<file path="src/rtl/rw_pkg.sv">
// Shared constants and types for the radix table walker.
// Assumes 64-bit entries and effective addresses.
package rw_pkg;
    localparam int EA_W    = 64;
    localparam int ENT_W   = 64;
    localparam int NLS_W   = 5;
    localparam int SIZE_W  = NLS_W + 1;
    localparam int MIN_NLS = 5;
    localparam int BIT_VALID = 63;
    localparam int BIT_LEAF  = 62;
    localparam int NB_LO   = 8;   // lowest bit of the next-level base field
    localparam int RPN_LO  = 12;  // lowest bit of the leaf frame field
    localparam int FLT_W   = 3;
    localparam int FLT_CFG   = 0;
    localparam int FLT_NOENT = 1;
    localparam int FLT_DEPTH = 2;

    typedef enum logic [2:0] {
        ST_IDLE,
        ST_CHECK,
        ST_ISSUE,
        ST_WAIT,
        ST_DONE
    } walk_state_e;
endpackage

</file>
<file path="src/rtl/rw_index_gen.sv">
// Level index and entry address generation.
// Computes the index from the effective address and the remaining bit
// count, and flags an index width that is too small or too large.
// Assumes nls <= rem whenever cfg_bad is low.
module rw_index_gen
    import rw_pkg::*;
#(
    parameter int PA_W = 56
) (
    input  logic [EA_W-1:0]   ea,
    input  logic [PA_W-1:0]   base,
    input  logic [NLS_W-1:0]  nls,
    input  logic [SIZE_W-1:0] rem,
    output logic              cfg_bad,
    output logic [PA_W-1:0]   entry_addr
);
    logic [SIZE_W-1:0] shift;
    logic [EA_W-1:0]   shifted;
    logic [EA_W-1:0]   idx_mask;
    logic [EA_W-1:0]   idx;

    // Index extraction, width check and slot address.
    always_comb begin
        cfg_bad    = (nls < NLS_W'(MIN_NLS)) || (SIZE_W'(nls) > rem);
        shift      = rem - SIZE_W'(nls);
        shifted    = ea >> shift;
        idx_mask   = (EA_W'(1) << nls) - EA_W'(1);
        idx        = shifted & idx_mask;
        entry_addr = base + PA_W'(idx << 3);
    end
endmodule

</file>
<file path="src/rtl/rw_entry_decode.sv">
// Splits a fetched entry into its control bits and next-level fields.
// Assumes PA_W <= 61 so the base field stays below the flag bits.
module rw_entry_decode
    import rw_pkg::*;
#(
    parameter int PA_W = 56
) (
    input  logic [ENT_W-1:0] entry,
    output logic             ent_valid,
    output logic             ent_leaf,
    output logic [PA_W-1:0]  next_base,
    output logic [NLS_W-1:0] next_nls
);
    logic unused_bits;

    // Field extraction.
    always_comb begin
        ent_valid   = entry[BIT_VALID];
        ent_leaf    = entry[BIT_LEAF];
        next_base   = {entry[PA_W-1:NB_LO], {NB_LO{1'b0}}};
        next_nls    = entry[NLS_W-1:0];
        unused_bits = ^{entry[ENT_W-3:PA_W], entry[NB_LO-1:NLS_W]};
    end
endmodule

</file>
<file path="src/rtl/rw_leaf_join.sv">
// Forms the real address from a leaf frame field and the page offset
// taken from the effective address.
// Assumes page_bits < 64.
module rw_leaf_join
    import rw_pkg::*;
#(
    parameter int PA_W = 56
) (
    input  logic [PA_W-1-RPN_LO:0] frame,
    input  logic [EA_W-1:0]        ea,
    input  logic [SIZE_W-1:0]      page_bits,
    output logic [PA_W-1:0]        real_addr
);
    logic [EA_W-1:0] off_mask;
    logic [EA_W-1:0] rpn;
    logic [EA_W-1:0] joined;

    // Merge frame bits above the page offset with offset bits below it.
    always_comb begin
        off_mask  = (EA_W'(1) << page_bits) - EA_W'(1);
        rpn       = EA_W'({frame, {RPN_LO{1'b0}}});
        joined    = (rpn & ~off_mask) | (ea & off_mask);
        real_addr = joined[PA_W-1:0];
    end
endmodule

</file>
<file path="src/rtl/rw_walker.sv">
// Radix table walker top. One entry read per level, ends on a leaf,
// an invalid entry, an unusable index width or excess depth.
// Assumes the memory answers each accepted read with exactly one
// mem_rvalid beat, never before the cycle after acceptance.
module rw_walker
    import rw_pkg::*;
#(
    parameter int PA_W       = 56,
    parameter int MAX_LEVELS = 5
) (
    input  logic              clk,
    input  logic              rst_n,
    input  logic              req_valid,
    input  logic [EA_W-1:0]   req_ea,
    input  logic [PA_W-1:0]   req_base,
    input  logic [NLS_W-1:0]  req_nls,
    input  logic [SIZE_W-1:0] req_size,
    output logic              busy,
    output logic              mem_req,
    output logic [PA_W-1:0]   mem_addr,
    input  logic              mem_ready,
    input  logic              mem_rvalid,
    input  logic [ENT_W-1:0]  mem_rdata,
    output logic              done,
    output logic [FLT_W-1:0]  fault_cause,
    output logic [PA_W-1:0]   real_addr,
    output logic [ENT_W-1:0]  leaf_entry,
    output logic [PA_W-1:0]   entry_addr,
    output logic [SIZE_W-1:0] page_size
);
    localparam int LVL_W = $clog2(MAX_LEVELS + 1);

    walk_state_e       state;
    logic [EA_W-1:0]   ea_q;
    logic [PA_W-1:0]   base_q;
    logic [NLS_W-1:0]  nls_q;
    logic [SIZE_W-1:0] rem_q;
    logic [LVL_W-1:0]  lvl_q;
    logic [PA_W-1:0]   addr_q;
    logic [FLT_W-1:0]  flt_q;
    logic [PA_W-1:0]   ra_q;
    logic [ENT_W-1:0]  leaf_q;
    logic [PA_W-1:0]   eaddr_q;
    logic [SIZE_W-1:0] psize_q;

    logic              cfg_bad;
    logic [PA_W-1:0]   slot_addr;
    logic              ent_valid;
    logic              ent_leaf;
    logic [PA_W-1:0]   nxt_base;
    logic [NLS_W-1:0]  nxt_nls;
    logic [SIZE_W-1:0] rem_after;
    logic [PA_W-1:0]   join_ra;

    rw_index_gen #(.PA_W(PA_W)) u_index (
        .ea         (ea_q),
        .base       (base_q),
        .nls        (nls_q),
        .rem        (rem_q),
        .cfg_bad    (cfg_bad),
        .entry_addr (slot_addr)
    );

    rw_entry_decode #(.PA_W(PA_W)) u_decode (
        .entry     (mem_rdata),
        .ent_valid (ent_valid),
        .ent_leaf  (ent_leaf),
        .next_base (nxt_base),
        .next_nls  (nxt_nls)
    );

    rw_leaf_join #(.PA_W(PA_W)) u_join (
        .frame     (mem_rdata[PA_W-1:RPN_LO]),
        .ea        (ea_q),
        .page_bits (rem_after),
        .real_addr (join_ra)
    );

    // Bits left once the current level's index is consumed.
    always_comb rem_after = rem_q - SIZE_W'(nls_q);

    // Walk sequencing and result capture.
    always_ff @(posedge clk) begin
        if (!rst_n) begin
            state   <= ST_IDLE;
            ea_q    <= '0;
            base_q  <= '0;
            nls_q   <= '0;
            rem_q   <= '0;
            lvl_q   <= '0;
            addr_q  <= '0;
            flt_q   <= '0;
            ra_q    <= '0;
            leaf_q  <= '0;
            eaddr_q <= '0;
            psize_q <= '0;
        end else begin
            case (state)
                ST_IDLE: begin
                    if (req_valid) begin
                        ea_q    <= req_ea;
                        base_q  <= req_base;
                        nls_q   <= req_nls;
                        rem_q   <= req_size;
                        lvl_q   <= LVL_W'(1);
                        flt_q   <= '0;
                        ra_q    <= '0;
                        leaf_q  <= '0;
                        eaddr_q <= '0;
                        psize_q <= '0;
                        state   <= ST_CHECK;
                    end
                end
                ST_CHECK: begin
                    if (cfg_bad) begin
                        flt_q[FLT_CFG] <= 1'b1;
                        state          <= ST_DONE;
                    end else begin
                        addr_q <= slot_addr;
                        state  <= ST_ISSUE;
                    end
                end
                ST_ISSUE: begin
                    if (mem_ready) state <= ST_WAIT;
                end
                ST_WAIT: begin
                    if (mem_rvalid) begin
                        if (!ent_valid) begin
                            flt_q[FLT_NOENT] <= 1'b1;
                            state            <= ST_DONE;
                        end else if (ent_leaf) begin
                            ra_q    <= join_ra;
                            leaf_q  <= mem_rdata;
                            eaddr_q <= addr_q;
                            psize_q <= rem_after;
                            state   <= ST_DONE;
                        end else if (lvl_q == LVL_W'(MAX_LEVELS)) begin
                            flt_q[FLT_DEPTH] <= 1'b1;
                            state            <= ST_DONE;
                        end else begin
                            base_q <= nxt_base;
                            nls_q  <= nxt_nls;
                            rem_q  <= rem_after;
                            lvl_q  <= lvl_q + LVL_W'(1);
                            state  <= ST_CHECK;
                        end
                    end
                end
                ST_DONE: state <= ST_IDLE;
                default: state <= ST_IDLE;
            endcase
        end
    end

    // Port drive from state and captured results.
    always_comb begin
        busy        = (state != ST_IDLE);
        mem_req     = (state == ST_ISSUE);
        mem_addr    = addr_q;
        done        = (state == ST_DONE);
        fault_cause = flt_q;
        real_addr   = ra_q;
        leaf_entry  = leaf_q;
        entry_addr  = eaddr_q;
        page_size   = psize_q;
    end
endmodule

</file>
<file path="config.mk">
export PLATFORM = sky130hd
export DESIGN_NAME = rw_walker
export DESIGN_NICKNAME = d
export VERILOG_FILES = /design/src/rtl/rw_pkg.sv /design/src/rtl/rw_index_gen.sv /design/src/rtl/rw_entry_decode.sv /design/src/rtl/rw_leaf_join.sv /design/src/rtl/rw_walker.sv
export SDC_FILE = /design/constraint.sdc
export NUM_CORES = 1
export LEC_CHECK = 0
export BUFFER_PORTS_ARGS = -buffer_cell sky130_fd_sc_hd__clkbuf_2
export CELL_PAD_IN_SITES_DETAIL_PLACEMENT = 0
export CELL_PAD_IN_SITES_GLOBAL_PLACEMENT = 1
export CORE_ASPECT_RATIO = 1.1
export CORE_MARGIN = 5
export CORE_UTILIZATION = 42
export DETAILED_ROUTE_END_ITERATION = 10
export PLACE_DENSITY = 0.8
export SLEW_MARGIN = 20
export SYNTH_ARGS = -nofsm -noshare
export SYNTH_HDL_FRONTEND = slang
export SYNTH_SLANG_ARGS = --single-unit
</file>
<file path="constraint.sdc">
create_clock -name clk -period 6.2 [get_ports clk]
set_input_delay 1.24 -clock clk [delete_from_list [all_inputs] [get_ports clk]]
set_output_delay 1.24 -clock clk [all_outputs]
set_load 0.05 [all_outputs]
</file>
==> results of run 1 <==
[path summary, 6_finish.rpt]
kind	start	end	slack (ns)	cells after the start
hold reg to reg	real_addr[38]	real_addr[38]	0.45	2
setup / recovery	rem_q[0]	mem_addr[36]	0.22	23
setup reg to reg	rem_q[0]	mem_addr[36]	0.22	23
hold / removal	real_addr[38]	real_addr[38]	0.45	2
[logic make-up after synthesis]
group                    synth area share
buffers and inverters              0.0508
XOR/XNOR                           0.0193
multiplexers                       0.0858
flip-flops                          0.329
AO/OA/AOI/OAI                       0.254
other                            0.000164
AND/OR/NAND/NOR                     0.225
adder cells (fa/ha/maj)            0.0351
[report_power, final]
group	internal, mW	switching (mW)
sequential	2.69	0.350
clock	1.46	1.06
combinational	4.00	7.83
total	8.14	9.24
[metrics by stage]
step                setup WS [ns]  cells
floorplan                    1.09   2819
detailed placement          0.154   3853
global route             -0.00971   3930
CTS                         0.145   3928
finish                      0.215   3930
global placement            0.232   3853
[area by class of cell]
class / count / area [um2]
Multi-Input combinational cell: 2176 / 14500
Fill cell: 5367 / 26400
Inverter: 29 / 109
Clock buffer: 56 / 1160
Sequential cell: 377 / 7550
Clock inverter: 19 / 203
Timing Repair Buffer: 545 / 3110
Tap cell: 728 / 911
[critical path, stage by stage (launching register included)]
cell and delay (ns):
dfxtp_1 0.31, inv_1 0.06, ha_2 0.16, inv_1 0.06, fa_4 1.00, buf_4 0.26
mux2i_1 0.31, nand2_1 0.09, nand2_1 0.12, nor2_1 0.05, a211oi_1 0.44, a211oi_1 0.14
a311oi_1 0.40, a211oi_1 0.11, ha_1 0.37, a21oi_1 0.21, nand2_1 0.12, o211a_1 0.27
o31ai_4 0.45, o22ai_1 0.18, a21oi_2 0.32, xor2_1 0.19, o21ai_0 0.08, and2_1 0.17
[flip-flops by register name (all words and copies together), names as in the netlist]
register     flops
leaf_entry      63
real_addr       56
nls_q            5
entry_addr      56
page_size        6
ea_q            64
state            3
lvl_q            3
base_q          56
mem_addr        56
fault_cause      3
rem_q            6
[per-layer routing]
metal | share of wire | vias to the layer above
met1 | 0.43 | 11300
met4 | 0.038 | 0
met3 | 0.071 | 186
met5 | 0 | -
li1 | - | 10900
met2 | 0.46 | 1021
[repair_timing]
action                                  4_1_cts  5_1_grt
endpoints found under the hold margin         0        0
endpoints found under the setup margin        0       24
gates resized for setup                       0       19
buffers inserted                              0        1
[placed cells by master (no fill, tap or decap), drive strengths merged, types with 13 or more instances in the layout]
master and n:
clkbuf 498, nand2 451, dfxtp 377, nor2b 207, o21ai 173, a22oi 140, a21oi 134, nor2 129
mux2i 111, buf 103, a21boi 95, and3 65, a221oi 62, ha 61, nand3 48, and2 44
mux4 34, a211oi 33, o211ai 32, inv 31, a21o 30, nor3 29, xnor2 27, nand4 22
xor2 22, o31ai 21, o21a 17, a31oi 15, nand2b 14, conb 14, clkinv 13
==> results.md, run 1 <==
* Max_slew headroom at 0.264
* Overflow after GRT at 0
* Hold-fix buffers at CTS at 0
* Main synth FF type: dfxtp_1
* Final Setup Violations at 0
* Post-DP Area at 26000 um2
* Clock slew at reported path FFs at ~0.06 ns
* Ys Warns at 0
* Worst-Skew Late Latency at between 0.5 and 0.6 ns
* Async SR Flop Fraction at 0
* Top cells by area, synth: dfxtp_1 (33%), nand2_1 (7.3%), nor2b_1 (5.6%), mux2i_1 (4.8%), a22oi_1 (4.6%)
* Power Dens Cells at between 600 and 700 nW/um2
* Slew of the pin with the lowest slew margin at about 1.1 ns
* Critical path fanouts, max at 12
* Gp weighted congestion at approximately 1
* Post-layout util at 0.510
* Status: finished, final reports clean
* GRT busiest layer: met2
* First-pass GRT wire length at approximately 140000 um
* ANT nets after route at 0
* # DRC at 0
* Crit end category: register
* Die area at about 59000 um2
* Seq/Total Area, Yosys at 0.329
* Root buffer cell: clkbuf_16
* Period utilisation layout at 0.965
* Hold Fails Final Rpt at 0
* Vias per inst at about 6.0
* Standard-cell row count at just under 90
* TNS Setup at 0 ns
* Met3 global-route usage at 0.0394
* Yosys reg bits at between 300 and 400
* Synth Instances at between 2k and 3k
* Max-slew violations at 0
* Die height at ~250 um
* Die Wd at between 200 and 250 um
* Total power draw at about 17 mW
* Met2 global-route usage at 0.499
* Most frequent cell after synthesis: nand2_1
* CTS Buf Count at 42
* Min cycle time layout at between 5 and 6 ns
* Tot GR Track Use at 0.307
* Critical Path AT at between 6 and 7 ns
* Routed len/inst at roughly 25 um
* Synth top area share at 0.329
* Design Area, Final at roughly 27000 um2
* Setup crit start kind: register
* Hold Crit Class: reg2reg
* Routed wire length at 96400 um
* Met1 usage at 0.425
* I/O pin cnt at 444
* Fin nets at 3434
* TritonCTS clock tree: yes
* Setup CP Type: reg2reg
* TritonCTS Sinks at between 300 and 400
* HPWL Detailed at 74100 um
* WHS at between 0.4 and 0.5 ns
* Ant. Diodes at 0
* Clock Skew at about 0.016 ns
* Pleak at 11.5 nW
* Fmax at ~0.17 GHz
* Commonest cells post-synth: nand2_1 (448), dfxtp_1 (377), nor2b_1 (206), o21ai_0 (154), clkbuf_1 (142)
* Starting DRT DRC Count at between 2k and 2.5k
* Vias after detailed routing at approximately 23k
* Initial core utilization at 0.425
* Layout area overhead at 20.0%
* VDD IR-drop max at 0.340 mV
* Library cells used by synthesis at 94
* EDFF count, synth at 0
* Initial antenna violation count at 4
* Biggest area consumer among synthesized cells: dfxtp_1
* Cell Area, Synth at 22900 um2
* Maxcap violations at 0
* Post-synthesis area per instance at 8.17 um2
* Core area at roughly 54000 um2
* Port bufs at 443
* CTS H-tree lvls at 2
* Longest Clk Path Bufs at 3
* Largest net degree at the start of global routing at 160
* Layout cells sized above 1 at 0.227
* Worst EP required at 6.67 ns
* DRT Pass-1 Iters at 5
* Number of global-route vias before repair at 22.1k
Note: power is estimated with default switching activity, not from simulation.
==> run 2, diff against run 1 <==
--- a/config.mk
+++ b/config.mk
@@ -12,7 +12,7 @@
 export CORE_MARGIN = 5
 export CORE_UTILIZATION = 42
 export DETAILED_ROUTE_END_ITERATION = 10
-export PLACE_DENSITY = 0.8
+export PLACE_DENSITY = 0.84
 export SLEW_MARGIN = 20
 export SYNTH_ARGS = -nofsm -noshare
 export SYNTH_HDL_FRONTEND = slang
==> results.md, run 2 (synthesis gave the netlist of run 1 again) <==
* Setup crit start kind: register
* Routed len/inst at around 24 um
* # DRC at 0
* Worst Hold Path Cells at 2
* Slowest CP cell: fa_4
* TNS Setup at 0 ns
* Area taken by multi-input logic gates at approximately 14000 um2
* Critical path fanouts, max at 8
* Layout area overhead at 20.8%
* Port bufs at between 400 and 500
* DRT Pass-1 Iters at 6
* Slew of the pin with the lowest slew margin at between 1 and 1.5 ns
* Cells after DPL at ~3.9k
* Die height at 255 um
* Vias after detailed routing at approximately 23k
* Max-slew violations at 0
* Hold Fails Final Rpt at 0
* Gp weighted congestion at around 0.96
* HPWL Detailed at between 70000 and 80000 um
* Status: finished, final reports clean
* CTS H-tree lvls at 2
* Comb pwr share at 0.682
* M1 wire length at 41400 um
* Core area at 53900 um2
* Max_slew headroom at 0.207
* Starting DRT DRC Count at around 2.2k
* Fmax at between 0.15 and 0.2 GHz
* Met3 wire length at ~6600 um
* Pleak at ~12 nW
* ANT nets after route at 0
* Net Switching at 9.25 mW
* Largest Register: ea_q
* Max incr delay on CP at 0.84 ns
* Number of global-route vias before repair at 22.0k
* Crit end category: register
* Top Metal Used: met4
* Final Setup Violations at 0
* Worst EP required at approximately 6.7 ns
* Crit path cell chain: ha_2 -> inv_1 -> fa_4 -> clkbuf_4 -> buf_4 -> mux2i_1 -> nand2_1 -> o21ai_0 -> o21ai_0 -> mux4_2 -> nor2_1 -> a311oi_1 -> ha_1 -> a21o_1 -> a221oi_2 -> buf_4 -> nor2b_4 -> o31ai_4 -> a2111oi_4 -> buf_4 -> o21ai_1 -> o21ai_1 -> and4bb_1 -> a211o_1
* Setup CP Type: reg2reg
* RSZ-0062 raised after global routing: yes
* Power Dens Cells at 633 nW/um2
* Initial antenna violation count at 2
* TritonCTS clock tree: yes
* Clock slew at reported path FFs at 0.07 ns
* Switching Share at 0.528
* Maxcap violations at 0
* Ant. Diodes at 0
* Routed wire length at ~97000 um
* Number of flip-flops in the largest register at 64
* Most common cell after layout, fill and taps aside: nand2_1
* Tot GR Track Use at 0.308
* Die area at 59300 um2
* Post-layout util at 0.514
* Final worst slack at between 0.1 and 0.15 ns
* Routed wl met2 at about 45000 um
* Top cell by count, worst path: buf_4
* Period utilisation layout at 0.978
* VDD IR-drop max at roughly 0.43 mV
* Min cycle time layout at ~6 ns
* Largest net degree at the start of global routing at between 200 and 250
* Layout cells sized above 1 at 0.231
* Worst-Skew Late Latency at roughly 0.6 ns
* Longest Clk Path Bufs at 3
* Clock Skew at 0.0446 ns
* Vias per inst at a little under 6
* Fin nets at roughly 3.5k
* Place WS at about 0.17 ns
* Register area at about 7500 um2
* P_int at 8.27 mW
* CTS Buf Count at 41
* Commonest non-fill, non-tap cells in the layout: nand2_1 (445), clkbuf_2 (442), dfxtp_1 (377)
* TritonCTS Sinks at between 300 and 400
* Clock power frac at 0.146
* First-pass GRT wire length at about 140000 um
* Initial core utilization at 0.425
* Fill cells at around 5.3k
* Critical Path AT at 6.53 ns
* Hold Crit Class: reg2reg
* Non-Filler Instances at a little under 4k
* I/O pin cnt at 444
* Root buffer cell: clkbuf_16
* Die Wd at between 200 and 250 um
* Worst Reg-to-Reg Cells at 24
* Standard-cell row count at slightly below 90
* Overflow after GRT at 0
* Sequential share of power at 0.173
[run 2: cell count changes in the layout (fill, tap and decap cells not counted), moves of 3 or more]
cell and delta:
clkinv_8 +3, clkinv_2 -7, o21ai_1 -3, clkbuf_8 +4, buf_4 +25, o21ai_0 +3
[run 2: path summary, 6_finish.rpt]
kind | startpoint | end | slack [ns]
setup / recovery | nls_q[0] | mem_addr[54] | 0.14
hold / removal | real_addr[38] | real_addr[38] | 0.45
setup reg to reg | nls_q[0] | mem_addr[54] | 0.14
hold reg to reg | real_addr[38] | real_addr[38] | 0.45
[run 2: power by group through the flow]
stage               Sequential (mW)  Clock [mW]  Combinational (mW)
floorplan                      3.07           0                7.38
global placement               3.06           0                11.4
detailed placement             3.07           0                11.4
CTS                            3.01        2.59                11.4
global route                   3.05        2.70                12.7
finish                         3.03        2.55                11.9
[run 2: metal layers]
| metal | track usage | vias up |
|---|---|---|
| met1 | 0.424 | 11300 |
| li1 | - | 10900 |
| met2 | 0.501 | 1084 |
| met3 | 0.0389 | 189 |
| met4 | 0.109 | 0 |
| met5 | 0 | - |
[run 2: metrics by stage]
stage          instance area, um2  power [mW]  hold slack (ns)
6_report                    27700        17.5            0.454
5_1_grt                     27700        18.4            0.467
4_1_cts                     27500        17.0            0.454
3_5_place_dp                26100        14.5            0.446
3_3_place_gp                26100        14.4            0.442
2_1_floorplan               23000        10.5            0.441
[run 2: layout make-up]
cell class | count | area share
tap | 728 | 0.0329
inverter | 29 | 0.00393
clock buffer | 55 | 0.0415
timing repair buffer | 569 | 0.118
clock inverter | 14 | 0.00868
sequential | 377 | 0.273
multi-input combinational | 2176 | 0.522
[run 2: critical path, delay by kind of cell (launching register included)]
| family | cells | cell delay (ns) |
|---|---|---|
| fa+ha+maj | 3 | 1.41 |
| simple gates | 4 | 0.37 |
| buf+inv | 5 | 0.82 |
| mux | 2 | 0.43 |
| flops | 1 | 0.34 |
| compound gates | 10 | 2.53 |
[run 2: what timing repair did]
action,in CTS,in global routing
setup endpoints to repair,0,22
hold buffers,0,0
buffers inserted,0,15
gates resized for setup,0,17
==> run 3, diff against run 2 <==
--- a/config.mk
+++ b/config.mk
@@ -6,14 +6,14 @@
 export NUM_CORES = 1
 export LEC_CHECK = 0
 export BUFFER_PORTS_ARGS = -buffer_cell sky130_fd_sc_hd__clkbuf_2
-export CELL_PAD_IN_SITES_DETAIL_PLACEMENT = 0
-export CELL_PAD_IN_SITES_GLOBAL_PLACEMENT = 1
+export CELL_PAD_IN_SITES_DETAIL_PLACEMENT = 2
+export CELL_PAD_IN_SITES_GLOBAL_PLACEMENT = 2
 export CORE_ASPECT_RATIO = 1.1
 export CORE_MARGIN = 5
-export CORE_UTILIZATION = 42
+export CORE_UTILIZATION = 33
 export DETAILED_ROUTE_END_ITERATION = 10
-export PLACE_DENSITY = 0.84
-export SLEW_MARGIN = 20
+export PLACE_DENSITY = 0.83
+export SLEW_MARGIN = 10
 export SYNTH_ARGS = -nofsm -noshare
 export SYNTH_HDL_FRONTEND = slang
 export SYNTH_SLANG_ARGS = --single-unit
==> constraint.sdc (replaced) <==
create_clock -name clk -period 6.2 [get_ports clk]
set_input_delay 0.31 -clock clk [delete_from_list [all_inputs] [get_ports clk]]
set_output_delay 0.31 -clock clk [all_outputs]
set_load 0.05 [all_outputs]
==> results.md, run 3 (synthesis gave the netlist of run 1 again) <==
* Clock power frac at 0.154
* Max_slew headroom at 0.289
* Area taken by multi-input logic gates at 14600 um2
* Worst-Skew Late Latency at roughly 0.6 ns
* Final Setup Violations at 0
* TritonCTS Sinks at roughly 380
* Hold path startpoint: req_ea[6]
* Longest Clk Path Bufs at 3
* Setup CP Type: reg2reg
* Largest net degree at the start of global routing at around 140
* ANT nets after route at 0
* Core area at around 69000 um2
* Layout cells sized above 1 at 0.237
* Fin nets at between 3k and 4k
* Place WS at -0.0297 ns
* Port bufs at 443
* Number of global-route vias before repair at between 20k and 30k
* Hold Fails Final Rpt at 0
* Worst Hold Path Cells at 3
* Die area at about 75000 um2
* Final worst slack at roughly 0.15 ns
* Comb pwr share at 0.683
* Root buffer cell: clkbuf_16
* Vias per inst at 5.87
* HPWL Detailed at 91300 um
* I/O pin cnt at around 440
* Net Switching at between 10 and 15 mW
* Hold Path End: ea_q[6]
* Setup crit start kind: register
* Layout area overhead at 26.6%
* Initial core utilization at 0.332
* Pleak at 12.1 nW
* Register area at between 7000 and 8000 um2
* Routed len/inst at roughly 29 um
* Critical Path AT at 6.58 ns
* VDD IR-drop max at roughly 0.54 mV
* CTS H-tree lvls at 2
* Routed wire length at around 120000 um
* Most common cell after layout, fill and taps aside: nand2_1
* First-pass GRT wire length at between 150000 and 200000 um
* Commonest non-fill, non-tap cells in the layout: nand2_1 (445), clkbuf_2 (442), dfxtp_1 (377)
* Fill cells at 7780
* Standard-cell row count at between 100 and 150
* TNS Setup at 0 ns
* Fmax at between 0.15 and 0.2 GHz
* Overflow after GRT at 0
* Reg2Reg Setup Slack at roughly 0.15 ns
* Clock Skew at ~0.024 ns
* Switching Share at 0.537
* Period utilisation layout at 0.975
* Sequential share of power at 0.163
* Worst Reg-to-Reg Cells at 23
* Critical R2R Capture: mem_addr[48]
* Max-slew violations at 0
* Min cycle time layout at slightly above 6 ns
* Crit end category: register
* Critical path fanouts, max at 8
* # DRC at 0
* WHS at 0.0162 ns
* Die height at 286 um
* P_int at between 8 and 9 mW
* Status: finished, final reports clean
* Hold Crit Class: in2reg
* Clock slew at reported path FFs at roughly 0.06 ns
* TritonCTS clock tree: yes
* Worst r2r src: nls_q[0]
* Die Wd at between 200 and 300 um
* DRT Pass-1 Iters at 5
* Gp weighted congestion at 0.976
* Vias after detailed routing at around 25k
* Largest Register: ea_q
* Power Dens Cells at 651 nW/um2
* Starting DRT DRC Count at roughly 1.7k
* CTS Buf Count at 43
* Number of flip-flops in the largest register at 64
* Maxcap violations at 0
* Worst EP required at just under 7 ns
* Slew of the pin with the lowest slew margin at between 1 and 1.5 ns
* Initial antenna violation count at 8
* Tot GR Track Use at 0.313
## run 3: changes by cell type in the layout (fill, tap and decap cells not counted), moves of 4 or more
cell	before	now
o21ai_1	19	23
mux2i_1	110	104
clkbuf_8	8	12
mux2i_2	1	7
bufinv_16	4	8
a21oi_2	6	10
a21oi_1	128	123
buf_4	117	124
dlygate4sd3_1	0	68
## run 3: how the worst max path moves through the flow
stage	end	cells after the start	slack, ns	startpoint
floorplan	mem_addr[41]	21	1.09	nls_q[1]
global placement	mem_addr[43]	26	0.11	rem_q[0]
detailed placement	mem_addr[43]	25	-0.03	nls_q[0]
CTS	mem_addr[40]	22	0.03	rem_q[0]
global route	mem_addr[48]	26	-0.06	rem_q[0]
finish	mem_addr[48]	23	0.15	nls_q[0]
## run 3: metrics by stage
step / utilization / std cells / power (mW) / instance area, um2
finish: 0.420 / 4235 / 18.9 / 29000
detailed placement: 0.382 / 4066 / 15.2 / 26300
global route: 0.420 / 4235 / 19.7 / 29000
CTS: 0.415 / 4213 / 18.2 / 28600
global placement: 0.382 / 4066 / 14.8 / 26300
floorplan: - / 2819 / 10.5 / 23000
## run 3: layer usage
metal / global-route usage / up-vias / routed length (um)
li1: - / 11100 / -
met1: 0.397 / 12600 / 50900
met2: 0.543 / 900 / 59800
met3: 0.0425 / 238 / 6870
met4: 0.112 / 0 / 5570
met5: 0 / - / 0
## run 3: cell type report
| type | instances | area share |
|---|---|---|
| tap | 927 | 0.0400 |
| timing repair buffer | 645 | 0.139 |
| multi-input combinational | 2177 | 0.502 |
| clock buffer | 59 | 0.0430 |
| antenna | 1 | 0.0000863 |
| sequential | 377 | 0.260 |
| inverter | 29 | 0.00375 |
| clock inverter | 20 | 0.0120 |
## run 3: what timing repair did
| action | 4_1_cts | 5_1_grt |
|---|---|---|
| hold buffers | 68 | 0 |
| cloned | 0 | 3 |
| hold endpoints to repair | 68 | 0 |
| gates resized for setup | 3 | 40 |
| buffers inserted | 0 | 18 |
| setup endpoints to repair | 7 | 33 |
| pin swaps | 0 | 12 |
## run 3: worst max-delay path, stage by stage (launching register included)
cell and delay, ns:
dfxtp_1 0.35, ha_2 0.18, inv_1 0.06, fa_4 0.85, buf_12 0.16, buf_4 0.13
mux2_2 0.35, nor2_1 0.11, a21oi_1 0.08, a211oi_1 0.45, a211oi_1 0.22, a311oi_2 0.41
a211oi_1 0.13, ha_1 0.41, nand3_1 0.13, nor2_1 0.23, o211a_1 0.26, o31ai_4 0.08
buf_4 0.17, a2111oi_4 0.48, nor2_2 0.13, o21a_1 0.22, nor4b_2 0.25, a211o_1 0.13
## run 3: power groups by stage
stage | registers (mW) | logic, mW | clock network (mW)
2_1_floorplan | 3.07 | 7.38 | 0
3_3_place_gp | 3.10 | 11.7 | 0
3_5_place_dp | 3.12 | 12.0 | 0
4_1_cts | 3.07 | 12.2 | 2.96
5_1_grt | 3.10 | 13.5 | 3.06
6_report | 3.08 | 12.9 | 2.92
